`src/rtl/opmode_pkg.sv`:
```
package opmode_pkg;
  typedef enum logic [2:0] {
    MD_RESET   = 3'd0,
    MD_MISSION = 3'd1,
    MD_BROWN   = 3'd2,
    MD_DISP    = 3'd3,
    MD_SLEEP   = 3'd4
  } mode_e;

  localparam int NUM_MODES = 5;
  localparam int IRQ_W     = 2;  // bit0 PLL rise, bit1 PLL fall

  typedef struct packed {
    logic adc;
    logic ce;
    logic cpu;
    logic disp;
    logic osc;
    logic rtc;
  } en_t;

  // Block enables for a mode; the measurement path also needs a locked PLL.
  function automatic en_t mode_enables(mode_e m, logic pll);
    en_t e;
    e = '0;
    e.osc = 1'b1;
    e.rtc = 1'b1;
    case (m)
      MD_MISSION: begin
        e.cpu  = 1'b1;
        e.disp = 1'b1;
        e.adc  = pll;
        e.ce   = pll;
      end
      MD_BROWN: begin
        e.cpu  = 1'b1;
        e.disp = 1'b1;
      end
      MD_DISP: e.disp = 1'b1;
      default: ;
    endcase
    return e;
  endfunction

  // Mode sequencing; a returning main supply always wins.
  function automatic mode_e next_mode(mode_e m, logic main, logic batt,
                                      logic rs, logic rd, logic wk);
    mode_e n;
    n = m;
    case (m)
      MD_RESET:   n = main ? MD_MISSION : (batt ? MD_BROWN : MD_RESET);
      MD_MISSION: if (!main) n = MD_BROWN;
      MD_BROWN: begin
        if (main)            n = MD_RESET;
        else if (rs || rd)   n = !batt ? MD_RESET : (rs ? MD_SLEEP : MD_DISP);
      end
      MD_DISP, MD_SLEEP: begin
        if (main)            n = MD_RESET;
        else if (wk)         n = MD_BROWN;
      end
      default: n = MD_RESET;
    endcase
    return n;
  endfunction
endpackage

```
`src/rtl/opmode_edge.sv`:
```
module opmode_edge (
  input  logic clk,
  input  logic rst_n,
  input  logic sig,
  output logic rose,
  output logic fell
);
  logic prev_q;

  always_ff @(posedge clk) begin
    if (!rst_n) prev_q <= 1'b0;
    else        prev_q <= sig;
  end

  assign rose = sig & ~prev_q;
  assign fell = ~sig & prev_q;
endmodule

```
`src/rtl/opmode_fsm.sv`:
```
module opmode_fsm
  import opmode_pkg::*;
(
  input  logic  clk,
  input  logic  rst_n,
  input  logic  main_ok,
  input  logic  batt_ok,
  input  logic  req_sleep,
  input  logic  req_disp,
  input  logic  wake_tmo,
  output mode_e mode
);
  mode_e mode_q;

  always_ff @(posedge clk) begin
    if (!rst_n) mode_q <= MD_RESET;
    else        mode_q <= next_mode(mode_q, main_ok, batt_ok, req_sleep, req_disp, wake_tmo);
  end

  assign mode = mode_q;
endmodule

```
`src/rtl/opmode_irq.sv`:
```
module opmode_irq #(
  parameter int W = 2
) (
  input  logic         clk,
  input  logic         rst_n,
  input  logic [W-1:0] set,
  input  logic [W-1:0] clr,
  output logic [W-1:0] flag
);
  for (genvar g = 0; g < W; g++) begin : g_flag
    logic q;
    always_ff @(posedge clk) begin
      if (!rst_n)      q <= 1'b0;
      else if (set[g]) q <= 1'b1;
      else if (clr[g]) q <= 1'b0;
    end
    assign flag[g] = q;
  end
endmodule

```
`src/rtl/opmode_ctrl.sv`:
```
module opmode_ctrl
  import opmode_pkg::*;
(
  input  logic                 clk,
  input  logic                 rst_n,
  input  logic                 main_ok,
  input  logic                 batt_ok,
  input  logic                 pll_lock,
  input  logic                 req_sleep,
  input  logic                 req_disp,
  input  logic                 wake_tmo,
  input  logic [IRQ_W-1:0]     irq_clr,
  output logic [NUM_MODES-1:0] mode_oh,
  output logic                 adc_en,
  output logic                 ce_en,
  output logic                 cpu_en,
  output logic                 disp_en,
  output logic                 osc_en,
  output logic                 rtc_en,
  output logic                 ce_pc_clr,
  output logic                 irq_pll_rise,
  output logic                 irq_pll_fall
);
  mode_e            mode;
  en_t              en;
  logic             pll_rose;
  logic             pll_fell;
  logic [IRQ_W-1:0] irq_flag;

  opmode_fsm u_fsm (
    .clk      (clk),
    .rst_n    (rst_n),
    .main_ok  (main_ok),
    .batt_ok  (batt_ok),
    .req_sleep(req_sleep),
    .req_disp (req_disp),
    .wake_tmo (wake_tmo),
    .mode     (mode)
  );

  opmode_edge u_pll_edge (
    .clk  (clk),
    .rst_n(rst_n),
    .sig  (pll_lock),
    .rose (pll_rose),
    .fell (pll_fell)
  );

  opmode_irq #(.W(IRQ_W)) u_irq (
    .clk  (clk),
    .rst_n(rst_n),
    .set  ({pll_fell, pll_rose}),
    .clr  (irq_clr),
    .flag (irq_flag)
  );

  for (genvar g = 0; g < NUM_MODES; g++) begin : g_oh
    assign mode_oh[g] = (mode == mode_e'(g));
  end

  assign en        = mode_enables(mode, pll_lock);
  assign adc_en    = en.adc;
  assign ce_en     = en.ce;
  assign cpu_en    = en.cpu;
  assign disp_en   = en.disp;
  assign osc_en    = en.osc;
  assign rtc_en    = en.rtc;
  assign ce_pc_clr = pll_fell;

  assign irq_pll_rise = irq_flag[0];
  assign irq_pll_fall = irq_flag[1];
endmodule

```
`config.mk`:
```
export PLATFORM = sky130hd
export DESIGN_NAME = opmode_ctrl
export DESIGN_NICKNAME = d
export VERILOG_FILES = /design/src/rtl/opmode_pkg.sv /design/src/rtl/opmode_edge.sv /design/src/rtl/opmode_fsm.sv /design/src/rtl/opmode_irq.sv /design/src/rtl/opmode_ctrl.sv
export SDC_FILE = /design/constraint.sdc
export NUM_CORES = 1
export LEC_CHECK = 0
export BUFFER_PORTS_ARGS = -buffer_cell sky130_fd_sc_hd__buf_2
export CAP_MARGIN = 20
export CORE_AREA = 2 2 39 41
export CTS_CLUSTER_DIAMETER = 120
export DETAILED_ROUTE_END_ITERATION = 8
export DIE_AREA = 0 0 41 43
export PLACE_DENSITY_LB_ADDON = 0.2
export SLEW_MARGIN = 20
export SYNTH_ARGS = -nofsm -noshare
export SYNTH_HDL_FRONTEND = slang
export SYNTH_SLANG_ARGS = --single-unit
```
`constraint.sdc`:
```
create_clock -name clk -period 1.5 [get_ports clk]
set_input_delay 0.075 -clock clk [delete_from_list [all_inputs] [get_ports clk]]
set_output_delay 0.075 -clock clk [all_outputs]
set_load 0.01 [all_outputs]
```
---- After elaboration in Yosys (flattened, before gate mapping) ----
Index checks and enable logic that the tools add are counted.
storage, ports and cells
  bits in registers ....................... 6
  input port bits ......................... 10
  output and inout bits ................... 14
  logic and storage cells ................. 40
cells by class
  eq/ne operators ......................... 7
  multiplexer cells ....................... 17
  bitwise operators ....................... 4
  reduce and logical (&&, ||, !) cells .... 8
operators with widths
  operator            count
  $mux 3              8
  $pmux 3 s4          1
  $eq 3x2->1 const B  2
  $mux 1              6
  $mux 2              2
  $reduce_bool 2->1   2
  $reduce_or 2->1     2
  $eq 3x1->1 const B  1
  $eq 3x3->1 const B  1
  $logic_not 3->1     1
  $ne 3x2->1 const B  1
  $ne 3x3->1 const B  1
  $reduce_and 3->1    1
  $reduce_or 3->1     1
  $and 1x1->1         2
  $ne 2x2->1 const B  1
  $not 1->1           2
  $logic_or 1x1->1    1

---- Logic depth before layout (Yosys ltp) ----
  depth in word-level cells ............... 5
  mapped depth ............................ 5
  gate-level depth less buffers ........... 4

---- Modules after synthesis ----
Synthesis repeated with hierarchy kept, for this count alone.
unflattened totals
  cells, all modules ...................... 56
  area total of the unflattened synthesis .. 473.0 um^2
by module, submodules not included
  module       instances  cells an instance  area each (um^2)  sequential area each (um^2)
  opmode_fsm   1          30                 242.7             60.1
  opmode_irq   1          8                  97.6              40.0
  opmode_ctrl  1          14                 93.8              0.0
  opmode_edge  1          4                  38.8              20.0

---- Worst setup path before layout ----
No wires, ideal clock.
  kind .................................... flip-flop to output port
  from .................................... register u_fsm.mode_q[0] (netlist: u_fsm.mode[0])
  to ...................................... output port ce_en
  arrival time ............................ 1.265 ns
  data required time ...................... 1.425 ns
  setup slack ............................. 0.160 ns
  stages on the path, launching flop included .. 5
  buffers on the path ..................... 2
  cells stage by stage .................... dfxtp_1 -> buf_2 -> nor3b_1 -> and2_1 -> buf_4
on the way
  word-level cells in the longest chain between the ends .. 2
RTL lines
  item                      RTL line           text
  start: declaration        opmode_fsm.sv:13   mode_e mode_q;
  start signal: assignment  opmode_fsm.sv:17   else mode_q <= next_mode(mode_q, main_ok, batt_ok, req_sleep, req_disp, wake_tmo);
  $eq 3x1->1                --
  net mode_oh[1]            opmode_ctrl.sv:13  output logic [NUM_MODES-1:0] mode_oh,
  $mux 2                    opmode_pkg.sv:28   case (m)
  end: declaration          opmode_ctrl.sv:15  output logic ce_en,
The timed path passes the listed nets, and every way through them passes these cells.

---- Worst setup path after layout ----
  from .................................... register u_fsm.mode_q[2] (netlist: u_fsm.mode[2])
  to ...................................... output port cpu_en
on the way
  word-level cells in the longest chain between the ends .. 3
  elaborated cells on any way between the ends .. 4
  those cells by class .................... eq/ne (2); mux (1); reduce/logical (1)
RTL lines
  item                                             RTL line           text
  $eq 3x1->1 / $eq 3x2->1 (equally long branches)  opmode_pkg.sv:28
  $reduce_or 2->1 (no line) *                      --
  $mux 1 *                                         opmode_pkg.sv:28
  end: declaration                                 opmode_ctrl.sv:16  output logic cpu_en,
Mark *: on every way between the ends. The rest lies on a longest branch, timed or not.

==> impl_metrics.ini <==
[run_status]
run_status = complete, no violations

[min_path]
min_path_cells = 2
hold_path.class = input pin to flip-flop

[setup_path]
crit_type = flip-flop to output port
critical_path_arrival_ps = 1310
crit_end = cpu_en
ff2ff_setup_slack_ps = 170
critPathMaxFanout = 5
endpoint_kind = output port
crit_path_start = u_fsm.mode[2]
timing.rr.end = u_fsm.mode[1]
required_ps = 1420
reg2reg_depth = 5
reg2reg_from = u_fsm.mode[1]
cp-start-kind = flip-flop

[timing]
max_freq_ghz = 0.721
period_share_pct = 92.4
setup_viol = 0
fin_skew_ps = 0.796
whs_ps = 90.9
fin_ws_ps = 114
rsz0062_at_grt = no
setup_tns_ps = 0
final_max_slew_viol_count = 0
fin_crit_ps = 1390
final_hold_viol_count = 0

[synth]
ys_types = 26
ys_seq_area_share_pct = 27.4
synth_area_um2 = 439
syn_area_per_cell_um2 = 7.84
yosysWarnings = 0
syn_inst = 56
ys_ff_latch = 6

[cells_and_area]
num_antenna_cells = 0
multi_input_area_um2 = 265
final_cell_mix = 21 x buf_2, 5 x inv_1, 5 x nor2_1, 5 x nand2_1, 5 x dfxtp_1
layout.cells.non_filler = 95
finalNetCount = 91
layout-drive-gt1-share_pct = 45.6
fillers = 164
mostFrequentLayoutCell = buf_2
final_core_util_pct = 42.3
design_area_um2 = 586
register_area_um2 = 124
syn_to_final_growth_pct = 33.3

[drt]
first_pass_iters = 2
ant_nets = 0
drtIter0Drc = 3
wl_um = 966
vias = 440
routed_via_density = 4.63
post-route-drc-count = 0
drt-wirelength-per-cell_um = 10.2

[power_and_ir_drop]
p_leak_nw = 0.300
p_total_uw = 482
ir_drop_v = 0.000340
p_per_area_nw_per_um2 = 824

[floorplanning]
die_area_um2 = 1760
io_pins = 24
die_w_um = 41
die_y_um = 43
initial_utilization_pct = 31.7
core_um2 = 1380
row_count = 14

[place]
dp_hpwl_um = 747
dp.cells = 91
place_worst_setup_slack_ps = 121
dpl_cell_area_um2 = 547
place.gp.congestion = 0.645
io_buffers = 21

[clocking]
cts_buffers = 3
cts_hold_buf = 0
cts.sinks = 6
path_clk_slew_ps = 40
htree_num_levels = 1
cts_tree = built
clkLatencyLatePin_ps = 240
root_buffer = clkbuf_4
cts_buffer_depth = 2

[global_routing]
track_usage_pct = 13.3
grt_first_pass_wirelength_mm = 1.59
grt_pass1_vias = 381
antenna_found_initial = 0
overflow = 0
grt_max_degree = 11

[run]
drv_cap = 0
## area by class of cell
cell class | count | area share, %
clock buffer | 3 | 3.85
inverter | 5 | 3.21
multi-input combinational | 40 | 45.3
sequential | 6 | 21.2
tap | 16 | 3.42
timing repair buffer | 25 | 23.1
## what timing repair did
action                     in CTS  in global routing
setup endpoints to repair       1                  3
buffers inserted                0                  1
resized for setup               1                  2
## registers in the layout, indices dropped and copies added, names as in the netlist
signal	cells
u_pll_edge.prev_q	1
u_irq.g_flag.q	2
u_fsm.mode	3
## how the worst min path moves through the flow
stage          slack [ps]     start                 to
2_1_floorplan         190     rst_n      u_fsm.mode[2]
3_3_place_gp          330  pll_lock  u_pll_edge.prev_q
3_5_place_dp          340  pll_lock  u_pll_edge.prev_q
4_1_cts                80  pll_lock  u_pll_edge.prev_q
5_1_grt               100  pll_lock  u_pll_edge.prev_q
6_report               90  pll_lock  u_pll_edge.prev_q
## synthesized netlist by cell type, drive strengths merged
library cell  instances  area, um2
conb                  1       3.75
or2                   2       12.5
o21ai                 2       13.8
nor2                  5       18.8
mux2i                 2       20.0
or4b                  1       13.8
buf                   6       43.8
and2                  3       18.8
o21a                  2       15.0
nand3                 1       5.00
dfxtp                 6        120
a31o                  1       8.76
o22ai                 2       12.5
nor3b                 2       15.0
o221ai                1       15.0
nor4b                 1       8.76
nor2b                 2       12.5
and3b                 1       8.76
nor3                  2       10.0
nand3b                2       15.0
nand2                 5       18.8
o211a                 1       10.0
inv                   5       18.8
## cells by family (layout without fill, tap and decap cells)
kind of cell | Yosys count | count (layout) | synth area share [%]
AOI/OAI and AO/OA | 9 | 9 | 17.1
DFF | 6 | 6 | 27.4
and+or+nand+nor | 27 | 27 | 35.9
other | 1 | 2 | 0.854
buffers and inverters | 11 | 33 | 14.2
muxes | 2 | 2 | 4.56
## routing by layer
metal,share of wire [%],wire (um),vias up,global-route usage (%)
met4,0,0,0,8.00
li1,-,-,229,-
met2,48,461,16,18.4
met3,7.2,70,0,3.14
met1,45,433,195,17.7
met5,0,0,-,0
## worst max-delay path: stages, from the launching register on
cell and delay [ps]:
dfxtp_4 340, buf_4 130, inv_1 60, nand3b_1 100
inv_1 50, or2_2 260, buf_2 140
## power breakdown
part | switching [mW] | internal (mW) | total, mW
Clock | 0.0536 | 0.0902 | 0.144
Combinational | 0.0845 | 0.0787 | 0.163
Sequential | 0.00561 | 0.170 | 0.175
Note: power is estimated with default switching activity, not from simulation.
